[config.mk]
export PLATFORM = sky130hd
export DESIGN_NAME = dma_req_arbiter
export DESIGN_NICKNAME = d
export VERILOG_FILES = /design/src/rtl/dmarq_pkg.sv /design/src/rtl/dmarq_ctl_reg.sv /design/src/rtl/dmarq_swreq.sv /design/src/rtl/dmarq_picker.sv /design/src/rtl/dmarq_grant.sv /design/src/rtl/dma_req_arbiter.sv
export SDC_FILE = /design/constraint.sdc
export NUM_CORES = 1
export LEC_CHECK = 0
export ABC_AREA = 1
export BUFFER_PORTS_ARGS = -buffer_cell sky130_fd_sc_hd__buf_2
export CORE_ASPECT_RATIO = 1.1
export CORE_MARGIN = 1.5
export CORE_UTILIZATION = 40
export CTS_CLUSTER_DIAMETER = 50
export DETAILED_ROUTE_END_ITERATION = 10
export PLACE_DENSITY = 0.67
export SETUP_SLACK_MARGIN = 0.02
export SLEW_MARGIN = 20
export SYNTH_ARGS = -nofsm -noshare
export SYNTH_HDL_FRONTEND = slang
export SYNTH_SLANG_ARGS = --single-unit
[constraint.sdc]
create_clock -name clk -period 2.2 [get_ports clk]
set_clock_uncertainty 0.05 [all_clocks]
set_input_delay 0.33 -clock clk [delete_from_list [all_inputs] [get_ports clk]]
set_output_delay 0.33 -clock clk [all_outputs]
set_load 0.01 [all_outputs]
[src/rtl/dmarq_pkg.sv]
package dmarq_pkg;

  // Control register bit positions (host software depends on them)
  localparam int CTL_HALT_BIT    = 2;
  localparam int CTL_ROTATE_BIT  = 4;
  localparam int CTL_REQLOW_BIT  = 6;
  localparam int CTL_ACKHIGH_BIT = 7;

  typedef struct packed {
    logic ack_high;
    logic req_low;
    logic rotate;
    logic halt;
  } ctl_fields_t;

  // Apply a programmable active level to a pin vector: result is active high
  function automatic logic [3:0] level_fix4(input logic [3:0] pins, input logic invert);
    level_fix4 = invert ? ~pins : pins;
  endfunction

endpackage

[src/rtl/dmarq_ctl_reg.sv]
module dmarq_ctl_reg
  import dmarq_pkg::*;
#(
  parameter int DW = 8
) (
  input  logic          clk,
  input  logic          rst_n,
  input  logic          mclr,
  input  logic          wr_en,
  input  logic [DW-1:0] wdata,
  output ctl_fields_t   fields
);

  ctl_fields_t fields_q;
  ctl_fields_t fields_wr;

  always_comb begin
    fields_wr.halt     = wdata[CTL_HALT_BIT];
    fields_wr.rotate   = wdata[CTL_ROTATE_BIT];
    fields_wr.req_low  = wdata[CTL_REQLOW_BIT];
    fields_wr.ack_high = wdata[CTL_ACKHIGH_BIT];
  end

  always_ff @(posedge clk or negedge rst_n) begin
    if (!rst_n)      fields_q <= '0;
    else if (mclr)   fields_q <= '0;
    else if (wr_en)  fields_q <= fields_wr;
  end

  assign fields = fields_q;


  ctl_mclr_clear_chk: assert property (@(posedge clk) disable iff (!rst_n)
    mclr |=> (fields == '0));


  ctl_halt_write_chk: assert property (@(posedge clk) disable iff (!rst_n)
    (wr_en && !mclr) |=> (fields.halt == $past(wdata[CTL_HALT_BIT])));

endmodule

[src/rtl/dmarq_swreq.sv]
module dmarq_swreq #(
  parameter int NCH = 4,
  parameter int DW  = 8,
  localparam int CW = $clog2(NCH)
) (
  input  logic           clk,
  input  logic           rst_n,
  input  logic           mclr,
  input  logic           wr_en,
  input  logic [DW-1:0]  wdata,
  input  logic           svc_clr_en,
  input  logic [CW-1:0]  svc_idx,
  input  logic           rd_en,
  output logic [NCH-1:0] sreq,
  output logic [DW-1:0]  rdata
);

  localparam int PAD = DW - NCH;

  logic [NCH-1:0] sreq_q;
  logic [NCH-1:0] sreq_nxt;
  logic [CW-1:0]  wsel;
  logic           wset;
  logic           wr_hits_svc;

  assign wsel        = wdata[CW-1:0];
  assign wset        = wdata[CW];
  assign wr_hits_svc = wr_en && (wsel == svc_idx);

  // Service clear first, host write applied on top (host wins on conflict)
  always_comb begin
    sreq_nxt = sreq_q;
    if (svc_clr_en) sreq_nxt[svc_idx] = 1'b0;
    if (wr_en)      sreq_nxt[wsel]    = wset;
  end

  always_ff @(posedge clk or negedge rst_n) begin
    if (!rst_n)    sreq_q <= '0;
    else if (mclr) sreq_q <= '0;
    else           sreq_q <= sreq_nxt;
  end

  assign sreq  = sreq_q;
  assign rdata = rd_en ? {{PAD{1'b1}}, sreq_q} : '0;


  swreq_write_chk: assert property (@(posedge clk) disable iff (!rst_n)
    (wr_en && !mclr) |=> (sreq[$past(wsel)] == $past(wset)));


  swreq_mclr_chk: assert property (@(posedge clk) disable iff (!rst_n)
    mclr |=> (sreq == '0));


  swreq_svc_clear_chk: assert property (@(posedge clk) disable iff (!rst_n)
    (svc_clr_en && !wr_hits_svc) |=> !sreq[$past(svc_idx)]);


  swreq_read_pad_chk: assert property (@(posedge clk) disable iff (!rst_n)
    rd_en |-> (rdata[DW-1:NCH] == {PAD{1'b1}}));

endmodule

[src/rtl/dmarq_picker.sv]
module dmarq_picker #(
  parameter int NCH = 4,
  localparam int CW = $clog2(NCH)
) (
  input  logic [NCH-1:0] req,
  input  logic           rotate,
  input  logic [CW-1:0]  last_idx,
  output logic [NCH-1:0] pick_oh,
  output logic [CW-1:0]  pick_idx,
  output logic           pick_any
);

  // First channel to examine under rotation: the one after the last served
  function automatic logic [CW-1:0] next_after(input logic [CW-1:0] last);
    if (int'(last) == NCH - 1) next_after = '0;
    else                       next_after = last + 1'b1;
  endfunction

  logic [CW-1:0] start;
  logic [NCH-1:0] req_rot;
  logic [CW-1:0]  off;
  logic           found;

  assign start = rotate ? next_after(last_idx) : '0;

  // Rotate the request vector so that 'start' sits at position 0
  always_comb begin
    for (int i = 0; i < NCH; i++) begin
      req_rot[i] = req[(i + int'(start)) % NCH];
    end
  end

  // Lowest set position in the rotated vector
  always_comb begin
    off   = '0;
    found = 1'b0;
    for (int i = NCH - 1; i >= 0; i--) begin
      if (req_rot[i]) begin
        off   = CW'(i);
        found = 1'b1;
      end
    end
  end

  always_comb begin
    pick_idx = CW'((int'(off) + int'(start)) % NCH);
    pick_any = found;
    pick_oh  = '0;
    if (found) pick_oh[pick_idx] = 1'b1;
  end

endmodule

[src/rtl/dmarq_grant.sv]
module dmarq_grant #(
  parameter int NCH = 4,
  localparam int CW = $clog2(NCH)
) (
  input  logic           clk,
  input  logic           rst_n,
  input  logic           mclr,
  input  logic           halt,
  input  logic           ack_high,
  input  logic [NCH-1:0] pick_oh,
  input  logic [CW-1:0]  pick_idx,
  input  logic           pick_any,
  input  logic           svc_done,
  output logic [NCH-1:0] grant,
  output logic [CW-1:0]  grant_idx,
  output logic [CW-1:0]  last_idx,
  output logic           svc_fire,
  output logic [NCH-1:0] ack_pin
);

  logic [NCH-1:0] grant_q;
  logic [CW-1:0]  gidx_q;
  logic [CW-1:0]  last_q;
  logic           busy;
  logic           arb_fire;

  assign busy     = |grant_q;
  assign arb_fire = !busy && !halt && pick_any;
  assign svc_fire = busy && svc_done;

  always_ff @(posedge clk or negedge rst_n) begin
    if (!rst_n) begin
      grant_q <= '0;
      gidx_q  <= '0;
      last_q  <= CW'(NCH - 1);
    end else if (mclr) begin
      grant_q <= '0;
      gidx_q  <= '0;
      last_q  <= CW'(NCH - 1);
    end else if (svc_fire) begin
      grant_q <= '0;
      last_q  <= gidx_q;
    end else if (arb_fire) begin
      grant_q <= pick_oh;
      gidx_q  <= pick_idx;
    end
  end

  assign grant     = grant_q;
  assign grant_idx = gidx_q;
  assign last_idx  = last_q;
  assign ack_pin   = ack_high ? grant_q : ~grant_q;


  grant_onehot_chk: assert property (@(posedge clk) disable iff (!rst_n)
    $onehot0(grant));


  grant_hold_chk: assert property (@(posedge clk) disable iff (!rst_n)
    (busy && !svc_done && !mclr) |=> $stable(grant));


  grant_release_chk: assert property (@(posedge clk) disable iff (!rst_n)
    svc_fire |=> (grant == '0));


  grant_halt_chk: assert property (@(posedge clk) disable iff (!rst_n)
    (!busy && halt) |=> (grant == '0));

endmodule

[src/rtl/dma_req_arbiter.sv]
module dma_req_arbiter
  import dmarq_pkg::*;
#(
  parameter int NCH = 4,
  parameter int DW  = 8,
  localparam int CW = $clog2(NCH)
) (
  input  logic           clk,
  input  logic           rst_n,
  input  logic           host_wr_req,
  input  logic           host_wr_ctl,
  input  logic           host_mclr,
  input  logic           host_rd_req,
  input  logic [DW-1:0]  host_wdata,
  input  logic [NCH-1:0] chan_req_pin,
  input  logic           svc_done,
  output logic [NCH-1:0] grant,
  output logic [NCH-1:0] chan_ack_pin,
  output logic [DW-1:0]  host_rdata
);

  ctl_fields_t    ctl;
  logic [NCH-1:0] sreq;
  logic [NCH-1:0] hw_req;
  logic [NCH-1:0] eff_req;
  logic [NCH-1:0] pick_oh;
  logic [CW-1:0]  pick_idx;
  logic           pick_any;
  logic [CW-1:0]  grant_idx;
  logic [CW-1:0]  last_idx;
  logic           svc_fire;

  dmarq_ctl_reg #(.DW(DW)) u_ctl (
    .clk    (clk),
    .rst_n  (rst_n),
    .mclr   (host_mclr),
    .wr_en  (host_wr_ctl),
    .wdata  (host_wdata),
    .fields (ctl)
  );

  dmarq_swreq #(.NCH(NCH), .DW(DW)) u_swreq (
    .clk        (clk),
    .rst_n      (rst_n),
    .mclr       (host_mclr),
    .wr_en      (host_wr_req),
    .wdata      (host_wdata),
    .svc_clr_en (svc_fire),
    .svc_idx    (grant_idx),
    .rd_en      (host_rd_req),
    .sreq       (sreq),
    .rdata      (host_rdata)
  );

  // Pin level normalisation: one XOR stage per channel
  genvar g;
  generate
    for (g = 0; g < NCH; g++) begin : g_pin
      assign hw_req[g] = chan_req_pin[g] ^ ctl.req_low;
    end
  endgenerate

  assign eff_req = sreq | hw_req;

  dmarq_picker #(.NCH(NCH)) u_pick (
    .req      (eff_req),
    .rotate   (ctl.rotate),
    .last_idx (last_idx),
    .pick_oh  (pick_oh),
    .pick_idx (pick_idx),
    .pick_any (pick_any)
  );

  dmarq_grant #(.NCH(NCH)) u_grant (
    .clk       (clk),
    .rst_n     (rst_n),
    .mclr      (host_mclr),
    .halt      (ctl.halt),
    .ack_high  (ctl.ack_high),
    .pick_oh   (pick_oh),
    .pick_idx  (pick_idx),
    .pick_any  (pick_any),
    .svc_done  (svc_done),
    .grant     (grant),
    .grant_idx (grant_idx),
    .last_idx  (last_idx),
    .svc_fire  (svc_fire),
    .ack_pin   (chan_ack_pin)
  );


  grant_on_request_chk: assert property (@(posedge clk) disable iff (!rst_n)
    ((|grant) && !$past(|grant)) |-> (|(grant & $past(eff_req))));


  svc_only_when_granted_chk: assert property (@(posedge clk) disable iff (!rst_n)
    svc_fire |-> (|grant));

endmodule

==> impl_summary.log, run 1 <==
[metrics] status: finished, violations left
[metrics] violated checks: negative setup slack
[metrics] first drt pass iteration count: 4
[metrics] unrepaired setup endpoints after global routing: yes
[metrics] peak fanout along the critical path: 8
[metrics] gpl congestion: roughly 0.8
[metrics] critical path data required time: 2.34 ns
[metrics] global routing met1 resource utilization: roughly a quarter
[metrics] number of vias per cell after detailed routing: between 5 and 6
[metrics] leakage power of the design: 0.0008982 µW
[metrics] TritonCTS clock tree: yes
[metrics] final setup margin: -0.1679 ns
[metrics] Starting DRT DRC Count: 59
[metrics] Post-Synthesis Cell Area: around 1200 µm²
[metrics] antenna viol nets, final: 0
[metrics] slowest cell delay on critical path: roughly 0.58 ns
[metrics] Root Buffer: sky130_fd_sc_hd__clkbuf_4
[metrics] met2 Track Usage GR: 37.41%
[metrics] half-perimeter wire length after detailed placement: 2437 µm
[metrics] Post-synth EDFFs: 0
[metrics] Clock Sink Count: 16
[metrics] non-filler cells, final: 253
[metrics] dominant synthesized flop cell: sky130_fd_sc_hd__dfrtp_1
[metrics] CP most frequent cell: sky130_fd_sc_hd__nand2_1
[metrics] cell class contributing the biggest share of worst-path delay: simple AND/OR/NAND/NOR gates
[metrics] Hold Slack: 0.2309 ns
[metrics] Worst setup SP type: register
[metrics] Gate Count Post-Synth: 176
[metrics] Yosys top cell by area: sky130_fd_sc_hd__dfrtp_1
[metrics] class of the most critical setup path: register to register
[metrics] net count after synthesis: 197
[metrics] antenna cells: 0
[metrics] synthesis-stage register bit count: 16
[metrics] worst hold-check path type: input pin to register
[metrics] Chip Width: 55.79 µm
[metrics] final period utilization: 107.6%
[metrics] crit end category: register
[metrics] top-count cell post-synth: sky130_fd_sc_hd__nand2_1
[metrics] post-synthesis async set-or-reset flop share: 100.0%
[metrics] number of antenna violations at the first check in global routing: 0
[metrics] final core utilization: 56.97%
[metrics] GRT busiest layer: met2
[metrics] upper clock frequency limit: 422.3 MHz
[metrics] sequential-to-total area share from yosys stat: 32.86%
[metrics] Reg clk slew, reported paths: around 0.10 ns
[metrics] area growth from synthesis to final layout: 32.55%
[metrics] cts bufs inserted: 3
[metrics] initial core utilization: 42.98%
[metrics] minimum setup slack after placement: -0.1578 ns
[metrics] Max-slew headroom: 75.62%
[metrics] DRT Wirelength: 3090 µm
[metrics] global-route wire length before repair: 5237 µm
[metrics] total global routing overflow: 0
[metrics] cell area power density: 795.6 nW/µm²
[metrics] Critical Path AT: ~2.5 ns
[metrics] global-route usage over all layers: 19.40%
[metrics] pins over their slew limit: 0
[metrics] endpoints failing hold: 0
[metrics] slowest stage cell, crit path: sky130_fd_sc_hd__dfstp_2
[metrics] CP bufs+invs: 2
[metrics] top-level port count: 35
[metrics] ordered cell list for the critical path: ha_4 -> nor2_4 -> nand2_4 -> clkinv_4 -> nand2_4 -> nand2_2 -> nand2_1 -> nand2_1 -> nand2_1 -> nand2_2 -> nand2_2 -> inv_2 -> ha_4 -> xnor2_2 -> nand3b_1 -> nand2_2 -> nor2_2 -> nand2_1 -> nand2_1
[metrics] Yosys warning total: 0
[metrics] detailed-route via count: about 1300
[metrics] pin count of the biggest net entering global routing: 17
[metrics] Max H-tree Level: 1
[metrics] met3 demand-to-capacity share in global routing: under 10%
[metrics] insertion delay to the later sink of the worst-skew pair: 0.29 ns
[metrics] syn avg cell area: 6.967 µm²
[metrics] Yosys cell types: 27
[metrics] main area contributors after synthesis: sky130_fd_sc_hd__dfrtp_1 29%, sky130_fd_sc_hd__nand2_1 13%, sky130_fd_sc_hd__nand3_1 9.8%
[metrics] cell types with the highest counts after synthesis: 41 x sky130_fd_sc_hd__nand2_1, 24 x sky130_fd_sc_hd__nand3_1, 23 x sky130_fd_sc_hd__inv_1
[metrics] core region area: around 2900 µm²
[metrics] instance area after placement: about 1500 µm²
[metrics] number of setup violations in the final report: 5
[metrics] worst IR drop on VDD: 654.1 µV
[metrics] min cycle time layout: 2.368 ns
[metrics] Cell Count Post-Placement: 245
[metrics] number of nets in the layout: 242
[metrics] number of global-route vias before repair: 1214
[metrics] ratio of cells with drive above 1 in the final layout: 40.91%
[metrics] count of max-cap constraint violations: 0
[metrics] Tightest Pin Transition: 0.3657 ns
[metrics] top cell type's share of synthesized area: ~29%
[metrics] DRC: 0
[metrics] Row Count: 20
[metrics] vertical die dimension: 61.07 µm
[metrics] final routed wire length divided by cell count: 12.21 µm
[metrics] cell area after layout: 1625 µm²
[metrics] number of buffers on the longest clock path: 2
[metrics] overall die area: 3407 µm²
[metrics] count of buffers inserted at the top-level ports: 32
## where the power goes
part	switching, µW	leakage (µW)	internal [µW]	total [µW]
registers	54.4	0.000211	354	409
logic	403	0.000667	284	687
clock network	96.9	0.0000210	101	198
## cells by family after synthesis
group,count (synthesis),synth area share (%)
flops,16,32.86
buf+inv,32,11.43
xor+xnor,5,3.571
simple gates,99,40.10
fa+ha+maj,2,2.040
compound gates,22,10.00
## timing repair
item,in CTS,in global routing
setup buffers,3,0
endpoints found under the setup margin,5,6
endpoints found under the hold margin,14,0
hold buffers,1,0
pin swaps,2,2
gates resized for setup,3,7
## metal layers
metal	share of wire (%)	up-vias	routed length (µm)
met1	44	600	1356
met2	53	15	1651
met4	0.61	0	19
met3	2.0	2	63
met5	0	-	0
li1	-	652	-
## cell type report
class | instances | area, µm²
clock buffer | 4 | 36.28
fill | 280 | 1227
inverter | 27 | 111.4
multi-input combinational | 128 | 769.5
sequential | 16 | 402.9
tap | 33 | 41.29
timing repair buffer | 45 | 264.0
## per-stage QoR
stage,setup TNS (ns),total power (µW)
floorplan,0,859.7
global route,-1.385,1400
CTS,-0.6246,1266
finish,-0.7176,1293
detailed placement,-0.6267,1056
global placement,-0.2239,1027
## placed cells by master, fill, tap and decap left out, drive strengths merged
cell          n
nand2        57
buf          44
inv          25
nand3        25
dfrtp        14
o21ai        14
nor2         11
a21oi         6
xnor2         5
clkbuf        4
nand3b        3
clkinv        2
o31ai         2
ha            2
dfstp         2
nand4         1
nor3          1
or2           1
dlygate4sd3   1
## final timing paths
check / from / endpoint / slack, ns / cells after the start
hold reg to reg: u_ctl.fields[0] / u_ctl.fields[0] / 0.50 / 2
hold / removal: host_wdata[4] / u_ctl.fields[1] / 0.23 / 3
max in group asynchronous: rst_n / u_grant.last_idx[1] / 1.34 / 2
setup reg to reg: u_grant.last_idx[0] / u_grant.grant[0] / -0.17 / 19
setup / recovery: u_grant.last_idx[0] / u_grant.grant[0] / -0.17 / 19
min in group asynchronous: rst_n / u_grant.grant[2] / 0.44 / 2
## worst register-to-register path: cells and delay by family, from the launching register on
family	cells	cell delay, ns
flops	1	0.58
simple gates	14	1.07
fa+ha+maj	2	0.30
xor+xnor	1	0.12
buf+inv	2	0.15
## sequential cells by signal (all words and copies together) (netlist names)
signal and cells:
u_swreq.sreq 4, u_ctl.fields 4, u_grant.grant 4, u_grant.grant_idx 2
u_grant.last_idx 2
Power figures use the tool's default switching activity.
==> inputs of run 2 (changes only) <==
--- a/config.mk
+++ b/config.mk
@@ -12,9 +12,11 @@
 export CORE_UTILIZATION = 40
 export CTS_CLUSTER_DIAMETER = 50
 export DETAILED_ROUTE_END_ITERATION = 10
-export PLACE_DENSITY = 0.67
+export PLACE_DENSITY = 0.65
+export RECOVER_POWER = 100
 export SETUP_SLACK_MARGIN = 0.02
 export SLEW_MARGIN = 20
 export SYNTH_ARGS = -nofsm -noshare
 export SYNTH_HDL_FRONTEND = slang
+export SYNTH_HIERARCHICAL = 1
 export SYNTH_SLANG_ARGS = --single-unit
==> run 2 against run 1 <==
Critical endpoint is now u_grant/grant[1]. Via count is 7.3% higher. The run still ends with negative setup slack left. Total power is 2.4% higher. Critical path type unchanged. Non-clock buffer count increased by 13.
==> impl_summary.log, run 2 <==
[metrics] Chip Width: 60.11 µm (was 55.79 µm)
[metrics] endpoints failing hold: 0 (unchanged)
[metrics] Yosys top cell by area: sky130_fd_sc_hd__dfrtp_1 (unchanged)
[metrics] top-count cell post-synth: sky130_fd_sc_hd__nand2_1 (unchanged)
[metrics] met3 demand-to-capacity share in global routing: 0.7828% (was 1.891%)
[metrics] top cell type's share of synthesized area: 24.41% (was 28.57%)
[metrics] leakage power of the design: 0.001030 µW (was 0.0008982 µW)
[metrics] Cell Count Post-Placement: 290 (was 245)
[metrics] pins over their slew limit: 0 (unchanged)
[metrics] TritonCTS clock tree: yes (unchanged)
[metrics] top-level port count: 35 (unchanged)
[metrics] Max-slew headroom: 42.89% (was 75.62%)
[metrics] count of max-cap constraint violations: 0 (unchanged)
[metrics] crit end category: register (unchanged)
[metrics] complex-gate fraction of the synthesized area: 6.364% (was 10.00%)
[metrics] violated checks: negative setup slack (unchanged)
[metrics] final setup margin: -0.1081 ns (was -0.1679 ns)
[metrics] unrepaired setup endpoints after global routing: yes (unchanged)
[metrics] final period utilization: 104.9% (was 107.6%)
[metrics] number of setup violations in the final report: 5 (unchanged)
[metrics] DRT Wirelength: 2895 µm (was 3090 µm)
[metrics] Yosys cell types: 25 (was 27)
[metrics] Reg clk slew, reported paths: 0.10 ns (about the same)
[metrics] portion of netlist area occupied by mux cells: 0% (unchanged)
[metrics] Post-synth EDFFs: 0 (unchanged)
[metrics] global-route usage over all layers: 16.59% (was 19.40%)
[metrics] synthesis-stage register bit count: 16 (unchanged)
[metrics] instance count on the critical path: 17 (was 19)
[metrics] instance area after placement: 1808 µm² (was 1516 µm²)
[metrics] overall power: 1324 µW (was 1293 µW)
[metrics] ordered cell list for the critical path: ha_4 -> nor2_8 -> nand2_8 -> nand2_4 -> nand2_2 -> nand2_2 -> nand2_2 -> a31oi_1 -> nor2_1 -> ha_2 -> xnor2_2 -> buf_4 -> nand2_4 -> nand2_4 -> nor2_2 -> nand4_1 -> a21oi_2 (was ha_4 -> nor2_4 -> nand2_4 -> clkinv_4 -> nand2_4 -> nand2_2 -> nand2_1 -> nand2_1 -> nand2_1 -> nand2_2 -> nand2_2 -> inv_2 -> ha_4 -> xnor2_2 -> nand3b_1 -> nand2_2 -> nor2_2 -> nand2_1 -> nand2_1)
[metrics] number of buffers on the longest clock path: 2 (unchanged)
[metrics] antenna cells: 0 (unchanged)
[metrics] final core utilization: 56.13% (was 56.97%)
[metrics] combinational family with the most area after synthesis: simple AND/OR/NAND/NOR gates (unchanged)
[metrics] insertion delay to the later sink of the worst-skew pair: 0.28 ns (was 0.29 ns)
[metrics] number of antenna violations at the first check in global routing: 0 (unchanged)
[metrics] global-route wire length before repair: 5126 µm (was 5237 µm)
[metrics] vertical die dimension: 65.82 µm (was 61.07 µm)
[metrics] slowest stage cell, crit path: sky130_fd_sc_hd__dfstp_2 (unchanged)
[metrics] class of the most critical setup path: register to register (unchanged)
[metrics] Post-Synthesis Cell Area: 1435 µm² (was 1226 µm²)
[metrics] overall die area: 3956 µm² (was 3407 µm²)
[metrics] antenna viol nets, final: 0 (unchanged)
[metrics] Critical Path AT: 2.48 ns (was 2.51 ns)
[metrics] area fraction in and, or, nand and nor cells after synthesis: 47.17% (was 40.10%)
[metrics] gpl congestion: 0.8558 (was 0.7905)
[metrics] worst IR drop on VDD: 660.7 µV (was 654.1 µV)
[metrics] critical path data required time: 2.37 ns (was 2.34 ns)
[metrics] syn avg cell area: 7.360 µm² (was 6.967 µm²)
[metrics] Clock Sink Count: 16 (unchanged)
[metrics] global routing met1 resource utilization: 22.07% (was 23.45%)
[metrics] half-perimeter wire length after detailed placement: 2315 µm (was 2437 µm)
[metrics] detailed-route via count: 1362 (was 1269)
[metrics] number of vias per cell after detailed routing: 4.555 (was 5.016)
[metrics] main area contributors after synthesis: sky130_fd_sc_hd__dfrtp_1 24%, sky130_fd_sc_hd__nand3_1 11%, sky130_fd_sc_hd__nand2_1 9.7% (was sky130_fd_sc_hd__dfrtp_1 29%, sky130_fd_sc_hd__nand2_1 13%, sky130_fd_sc_hd__nand3_1 9.8%)
[metrics] number of filler cells placed in the layout: 356 (was 280)
[metrics] Gate Count Post-Synth: 195 (was 176)
[metrics] Yosys warning total: 6 (was 0)
[metrics] cell area after layout: 1901 µm² (was 1625 µm²)
[metrics] final routed wire length divided by cell count: 9.682 µm (was 12.21 µm)
[metrics] count of buffers inserted at the top-level ports: 32 (unchanged)
[metrics] number of nets in the layout: 273 (was 242)
[metrics] initial core utilization: 42.39% (was 42.98%)
[metrics] most frequent standard cell in the layout excluding fill and tap cells: sky130_fd_sc_hd__nand2_1 (unchanged)
[metrics] Max H-tree Level: 1 (unchanged)
[metrics] non-filler cells, final: 299 (was 253)
[metrics] min cycle time layout: 2.308 ns (was 2.368 ns)
[metrics] upper clock frequency limit: 433.3 MHz (was 422.3 MHz)
[metrics] Worst setup SP type: register (unchanged)
[metrics] Starting DRT DRC Count: 39 (was 59)
[metrics] CP bufs+invs: 1 (was 2)
[metrics] post-synthesis async set-or-reset flop share: 100.0% (unchanged)
[metrics] combined area of the multi-input logic cells: 898.4 µm² (was 769.5 µm²)
[metrics] area growth from synthesis to final layout: 32.43% (was 32.55%)
[metrics] met2 Track Usage GR: 27.45% (was 37.41%)
[metrics] ratio of cells with drive above 1 in the final layout: 43.03% (was 40.91%)
[metrics] cts bufs inserted: 3 (unchanged)
[metrics] total global routing overflow: 0 (unchanged)
[metrics] Root Buffer: sky130_fd_sc_hd__clkbuf_4 (unchanged)
[metrics] first drt pass iteration count: 4 (unchanged)
[metrics] cell class contributing the biggest share of worst-path delay: simple AND/OR/NAND/NOR gates (unchanged)
[metrics] Tightest Pin Transition: 0.8566 ns (was 0.3657 ns)
[metrics] Hold Crit Depth: 3 (unchanged)
[metrics] Worst R2R Path Depth: 17 (was 19)
[metrics] synthesized-area fraction occupied by xor and xnor cells: 3.051% (was 3.571%)
[metrics] GRT busiest layer: met2 (unchanged)
[metrics] Row Count: 22 (was 20)
[metrics] commonest cells after routing, fill and taps aside: 33 x sky130_fd_sc_hd__nand2_1, 32 x sky130_fd_sc_hd__inv_1, 27 x sky130_fd_sc_hd__nand3_1, 20 x sky130_fd_sc_hd__buf_2, 19 x sky130_fd_sc_hd__buf_4 (was 36 x sky130_fd_sc_hd__nand2_1, 32 x sky130_fd_sc_hd__buf_2, 22 x sky130_fd_sc_hd__inv_1, 22 x sky130_fd_sc_hd__nand3_1, 16 x sky130_fd_sc_hd__nand2_2)
[metrics] area used by sequential logic in the layout: 404.1 µm² (was 402.9 µm²)
[metrics] status: finished, violations left (unchanged)
[metrics] worst hold-check path type: input pin to register (unchanged)
[metrics] dominant synthesized flop cell: sky130_fd_sc_hd__dfrtp_1 (unchanged)
[metrics] cell area power density: 696.8 nW/µm² (was 795.6 nW/µm²)
[metrics] cell types with the highest counts after synthesis: 37 x sky130_fd_sc_hd__nand2_1, 36 x sky130_fd_sc_hd__inv_1, 32 x sky130_fd_sc_hd__nand3_1 (was 41 x sky130_fd_sc_hd__nand2_1, 24 x sky130_fd_sc_hd__nand3_1, 23 x sky130_fd_sc_hd__inv_1)
[metrics] slowest cell delay on critical path: 0.40 ns (was 0.58 ns)
[metrics] arithmetic-cell share of the synthesized area counting full adders, half adders and majority gates: 1.744% (was 2.041%)
[metrics] peak fanout along the critical path: 8 (unchanged)
[metrics] DRC: 0 (unchanged)
[metrics] sequential-to-total area share from yosys stat: 28.07% (was 32.86%)
[metrics] number of global-route vias before repair: 1280 (was 1214)
[metrics] core region area: 3386 µm² (was 2853 µm²)
[metrics] net count after synthesis: 216 (was 197)
[metrics] pin count of the biggest net entering global routing: 17 (unchanged)
==> run 2: final timing paths <==
check                                    start               end  slack, ns
max reg2reg                u_grant/last_idx[0]  u_grant/grant[1]      -0.11
min in group asynchronous                rst_n   u_ctl/fields[3]       0.62
max in group asynchronous                rst_n   u_ctl/fields[2]       0.90
min                              host_wdata[7]   u_ctl/fields[3]       0.23
min reg2reg                    u_ctl/fields[0]   u_ctl/fields[0]       0.46
max                        u_grant/last_idx[0]  u_grant/grant[1]      -0.11
==> run 2: layout make-up <==
| cell class | instances | share of cell area [%] |
|---|---|---|
| flip-flops and latches | 16 | 21.26 |
| repair buffers | 58 | 18.50 |
| well taps | 48 | 3.160 |
| clock buffers | 4 | 1.909 |
| inverters | 40 | 7.900 |
| multi-input cells | 133 | 47.27 |
==> run 2: cells by family (layout without fill, tap and decap cells) <==
family / Yosys count / after routing
XOR/XNOR: 5 / 5
AND/OR/NAND/NOR: 113 / 113
adder cells (fa/ha/maj): 2 / 2
buffers and inverters: 46 / 102
flip-flops: 16 / 16
AO/OA/AOI/OAI: 13 / 13
==> run 2: timing repair <==
item	in CTS	in global routing
setup buffers	2	2
gates resized for setup	4	10
hold endpoints to repair	14	0
hold buffers	1	0
endpoints found under the setup margin	5	6
pin swaps	9	7
==> run 2: stage by stage <==
step	hold WS [ns]	setup WS, ns	setup TNS [ns]
after floorplan	-0.01559	-0.1560	-0.5824
after global placement	0.2132	-0.1434	-0.5768
after detailed placement	0.2176	-0.1574	-0.6192
after CTS	0.2178	-0.1269	-0.4499
after global routing	0.2315	-0.2437	-1.207
final	0.2254	-0.1081	-0.3527
==> run 2: worst reg2reg max path, delay by kind of cell (launching register included) <==
| family | cells | cell delay (ns) |
|---|---|---|
| AOI/OAI and AO/OA | 2 | 0.28 |
| xor gates and xnor gates | 1 | 0.13 |
| adders and majority gates | 2 | 0.36 |
| buffers and inverters | 1 | 0.14 |
| DFF | 1 | 0.40 |
| and+or+nand+nor | 11 | 0.89 |
==> run 2: where the power goes <==
group	leakage, µW	switching, µW	internal [µW]	total, µW
sequential	0.000209	59.7	352	412
combinational	0.000801	412	306	718
clock	0.0000210	93.7	101	194
==> run 2: metal layers <==
metal | wire [µm] | share of wire [%] | vias up
met4 | 37 | 1.3 | 0
li1 | - | - | 724
met2 | 1490 | 51 | 18
met3 | 51 | 1.8 | 4
met1 | 1316 | 45 | 616
met5 | 0 | 0 | -
==> inputs of run 3 (changes only) <==
--- a/config.mk
+++ b/config.mk
@@ -12,7 +12,6 @@
 export CORE_UTILIZATION = 40
 export CTS_CLUSTER_DIAMETER = 50
 export DETAILED_ROUTE_END_ITERATION = 10
-export PLACE_DENSITY = 0.65
 export RECOVER_POWER = 100
 export SETUP_SLACK_MARGIN = 0.02
 export SLEW_MARGIN = 20
==> constraint.sdc (replaced) <==
create_clock -name clk -period 2.7 [get_ports clk]
set_clock_uncertainty 0.05 [all_clocks]
set_input_delay 0.405 -clock clk [delete_from_list [all_inputs] [get_ports clk]]
set_output_delay 0.405 -clock clk [all_outputs]
set_load 0.01 [all_outputs]
==> run 3 against run 2 <==
The run now ends clean. Die area unchanged. Clock power down 20%. Clock-buffer cell count unchanged. Worst hold slack better by 0.078 ns. Routed wire length decreased by 3.6%. Sequential share of layout area is 3.2 points higher.
==> impl_summary.log, run 3 (synthesis results as in run 2) <==
[metrics] status: complete, no violations (was finished, violations left)
[metrics] Hold Crit Depth: 3 (unchanged)
[metrics] min cycle time layout: 2.484 ns (was 2.308 ns)
[metrics] reg-to-reg setup timing slack: 0.22 ns (was -0.11 ns)
[metrics] antenna cells: 0 (unchanged)
[metrics] final routed wire length divided by cell count: 10.11 µm (was 9.682 µm)
[metrics] capturing element of the worst setup path: u_grant/grant[0] (was u_grant/grant[1])
[metrics] end of the worst register-to-register path: u_grant/grant[0] (was u_grant/grant[1])
[metrics] core region area: 3386 µm² (unchanged)
[metrics] unrepaired setup endpoints after global routing: no (was yes)
[metrics] gpl congestion: 0.8204 (was 0.8558)
[metrics] Cell Count Post-Placement: 271 (was 290)
[metrics] number of global-route vias before repair: 1194 (was 1280)
[metrics] critical path data required time: 2.86 ns (was 2.37 ns)
[metrics] vertical die dimension: 65.82 µm (unchanged)
[metrics] upper clock frequency limit: 402.5 MHz (was 433.3 MHz)
[metrics] antenna viol nets, final: 0 (unchanged)
[metrics] TritonCTS clock tree: yes (unchanged)
[metrics] Max H-tree Level: 1 (unchanged)
[metrics] ratio of cells with drive above 1 in the final layout: 27.19% (was 43.03%)
[metrics] most frequent standard cell in the layout excluding fill and tap cells: sky130_fd_sc_hd__nand2_1 (unchanged)
[metrics] area used by sequential logic in the layout: 404.1 µm² (unchanged)
[metrics] number of setup violations in the final report: 0 (was 5)
[metrics] leakage power of the design: 0.0009111 µW (was 0.001030 µW)
[metrics] final period utilization: 92.01% (was 104.9%)
[metrics] commonest cells after routing, fill and taps aside: 39 x sky130_fd_sc_hd__nand2_1, 36 x sky130_fd_sc_hd__inv_1, 32 x sky130_fd_sc_hd__nand3_1, 17 x sky130_fd_sc_hd__clkbuf_1, 15 x sky130_fd_sc_hd__buf_2 (was 33 x sky130_fd_sc_hd__nand2_1, 32 x sky130_fd_sc_hd__inv_1, 27 x sky130_fd_sc_hd__nand3_1, 20 x sky130_fd_sc_hd__buf_2, 19 x sky130_fd_sc_hd__buf_4)
[metrics] beginning of the critical path: u_grant/last_idx[1] (was u_grant/last_idx[0])
[metrics] Starting DRT DRC Count: 54 (was 39)
[metrics] global-route wire length before repair: 4961 µm (was 5126 µm)
[metrics] number of antenna violations at the first check in global routing: 0 (unchanged)
[metrics] worst hold-check path type: input pin to register (unchanged)
[metrics] detailed-route via count: 1239 (was 1362)
[metrics] pins over their slew limit: 0 (unchanged)
[metrics] Critical Path AT: 2.64 ns (was 2.48 ns)
[metrics] peak fanout along the critical path: 8 (unchanged)
[metrics] cell area power density: 597.6 nW/µm² (was 696.8 nW/µm²)
[metrics] number of filler cells placed in the layout: 357 (was 356)
[metrics] half-perimeter wire length after detailed placement: 2253 µm (was 2315 µm)
[metrics] insertion delay to the later sink of the worst-skew pair: 0.28 ns (about the same)
[metrics] initial core utilization: 42.39% (unchanged)
[metrics] Worst setup SP type: register (unchanged)
[metrics] Hold Slack: 0.3033 ns (was 0.2254 ns)
[metrics] number of nets in the layout: 250 (was 273)
[metrics] crit end category: register (unchanged)
[metrics] count of max-cap constraint violations: 0 (unchanged)
[metrics] global-route usage over all layers: 16.30% (was 16.59%)
[metrics] class of the most critical setup path: register to register (unchanged)
[metrics] pin count of the biggest net entering global routing: 17 (unchanged)
[metrics] setup tns final: 0 ns (was -0.3527 ns)
[metrics] top-level port count: 35 (unchanged)
[metrics] worst IR drop on VDD: 393.1 µV (was 660.7 µV)
[metrics] number of buffers on the longest clock path: 2 (unchanged)
[metrics] count of buffers inserted at the top-level ports: 32 (unchanged)
[metrics] combined area of the multi-input logic cells: 837.1 µm² (was 898.4 µm²)
[metrics] Critical R2R Launch: u_grant/last_idx[1] (was u_grant/last_idx[0])
[metrics] cts bufs inserted: 3 (unchanged)
[metrics] Clock Sink Count: 16 (unchanged)
[metrics] Tightest Pin Transition: 0.8718 ns (was 0.8566 ns)
[metrics] first drt pass iteration count: 4 (unchanged)
[metrics] Chip Width: 60.11 µm (unchanged)
[metrics] DRT Wirelength: 2790 µm (was 2895 µm)
[metrics] Max-slew headroom: 41.88% (was 42.89%)
[metrics] Row Count: 22 (unchanged)
[metrics] area growth from synthesis to final layout: 15.08% (was 32.43%)
[metrics] final core utilization: 48.78% (was 56.13%)
[metrics] Worst R2R Path Depth: 16 (was 17)
[metrics] DRC: 0 (unchanged)
[metrics] Root Buffer: sky130_fd_sc_hd__clkbuf_4 (unchanged)
[metrics] overall die area: 3956 µm² (unchanged)
[metrics] non-filler cells, final: 276 (was 299)
[metrics] endpoints failing hold: 0 (unchanged)
[metrics] Reg clk slew, reported paths: 0.09 ns (was 0.10 ns)
[metrics] total global routing overflow: 0 (unchanged)
[metrics] number of vias per cell after detailed routing: 4.489 (was 4.555)
==> run 3: metrics by stage <==
| step | power (µW) | instance area, µm² | worst slack (ns) |
|---|---|---|---|
| 2_1_floorplan | 731.6 | 1435 | 0.1157 |
| 3_5_place_dp | 851.8 | 1625 | 0.09600 |
| 3_3_place_gp | 847.7 | 1625 | 0.1228 |
| 5_1_grt | 1077 | 1652 | 0.02590 |
| 4_1_cts | 1013 | 1672 | 0.07471 |
| 6_report | 986.9 | 1652 | 0.2157 |
==> run 3: worst min-delay path by stage <==
stage | start | endpoint
floorplan | rst_n | u_ctl/fields[0]
global placement | rst_n | u_ctl/fields[2]
detailed placement | rst_n | u_ctl/fields[2]
CTS | host_wdata[6] | u_ctl/fields[2]
global route | host_wdata[6] | u_ctl/fields[2]
finish | host_wdata[4] | u_ctl/fields[1]
==> run 3: cell type report <==
cell class,count,share of cell area [%]
Sequential cell,16,24.47
Tap cell,48,3.636
Inverter,40,9.091
Clock buffer,4,2.197
Timing Repair Buffer,35,9.924
Multi-Input combinational cell,133,50.68
==> run 3: per-layer routing <==
layer	routed length [µm]	track usage, %	up-vias
li1	-	-	675
met1	1354	21.62	544
met2	1361	27.04	18
met3	49	1.761	2
met4	25	5.833	0
met5	0	0	-
==> run 3: worst max-delay path: stages, from the launching register on <==
cell                      delay [ns]
sky130_fd_sc_hd__dfstp_2        0.59
sky130_fd_sc_hd__ha_4           0.17
sky130_fd_sc_hd__nor2_8         0.06
sky130_fd_sc_hd__nand2_4        0.11
sky130_fd_sc_hd__nand2_1        0.09
sky130_fd_sc_hd__nand3_2        0.08
sky130_fd_sc_hd__nand2_4        0.08
sky130_fd_sc_hd__a31oi_1        0.14
sky130_fd_sc_hd__nor2_1         0.07
sky130_fd_sc_hd__ha_1           0.21
sky130_fd_sc_hd__xnor2_2        0.17
sky130_fd_sc_hd__inv_1          0.09
sky130_fd_sc_hd__nand3_4        0.11
sky130_fd_sc_hd__nand2_4        0.07
sky130_fd_sc_hd__nor2_2         0.07
sky130_fd_sc_hd__nand4_1        0.10
sky130_fd_sc_hd__a21oi_1        0.16
==> run 3: timing repair <==
item                       CTS  global route
buffers inserted             0             0
setup endpoints to repair    0             4
hold buffers                 1             0
resized for setup            0             4
hold endpoints to repair    14             0
==> run 3: power breakdown <==
group	switching [µW]	internal, µW	total [µW]
clock	72.8	82.0	155
combinational	302	191	493
sequential	52.1	287	339
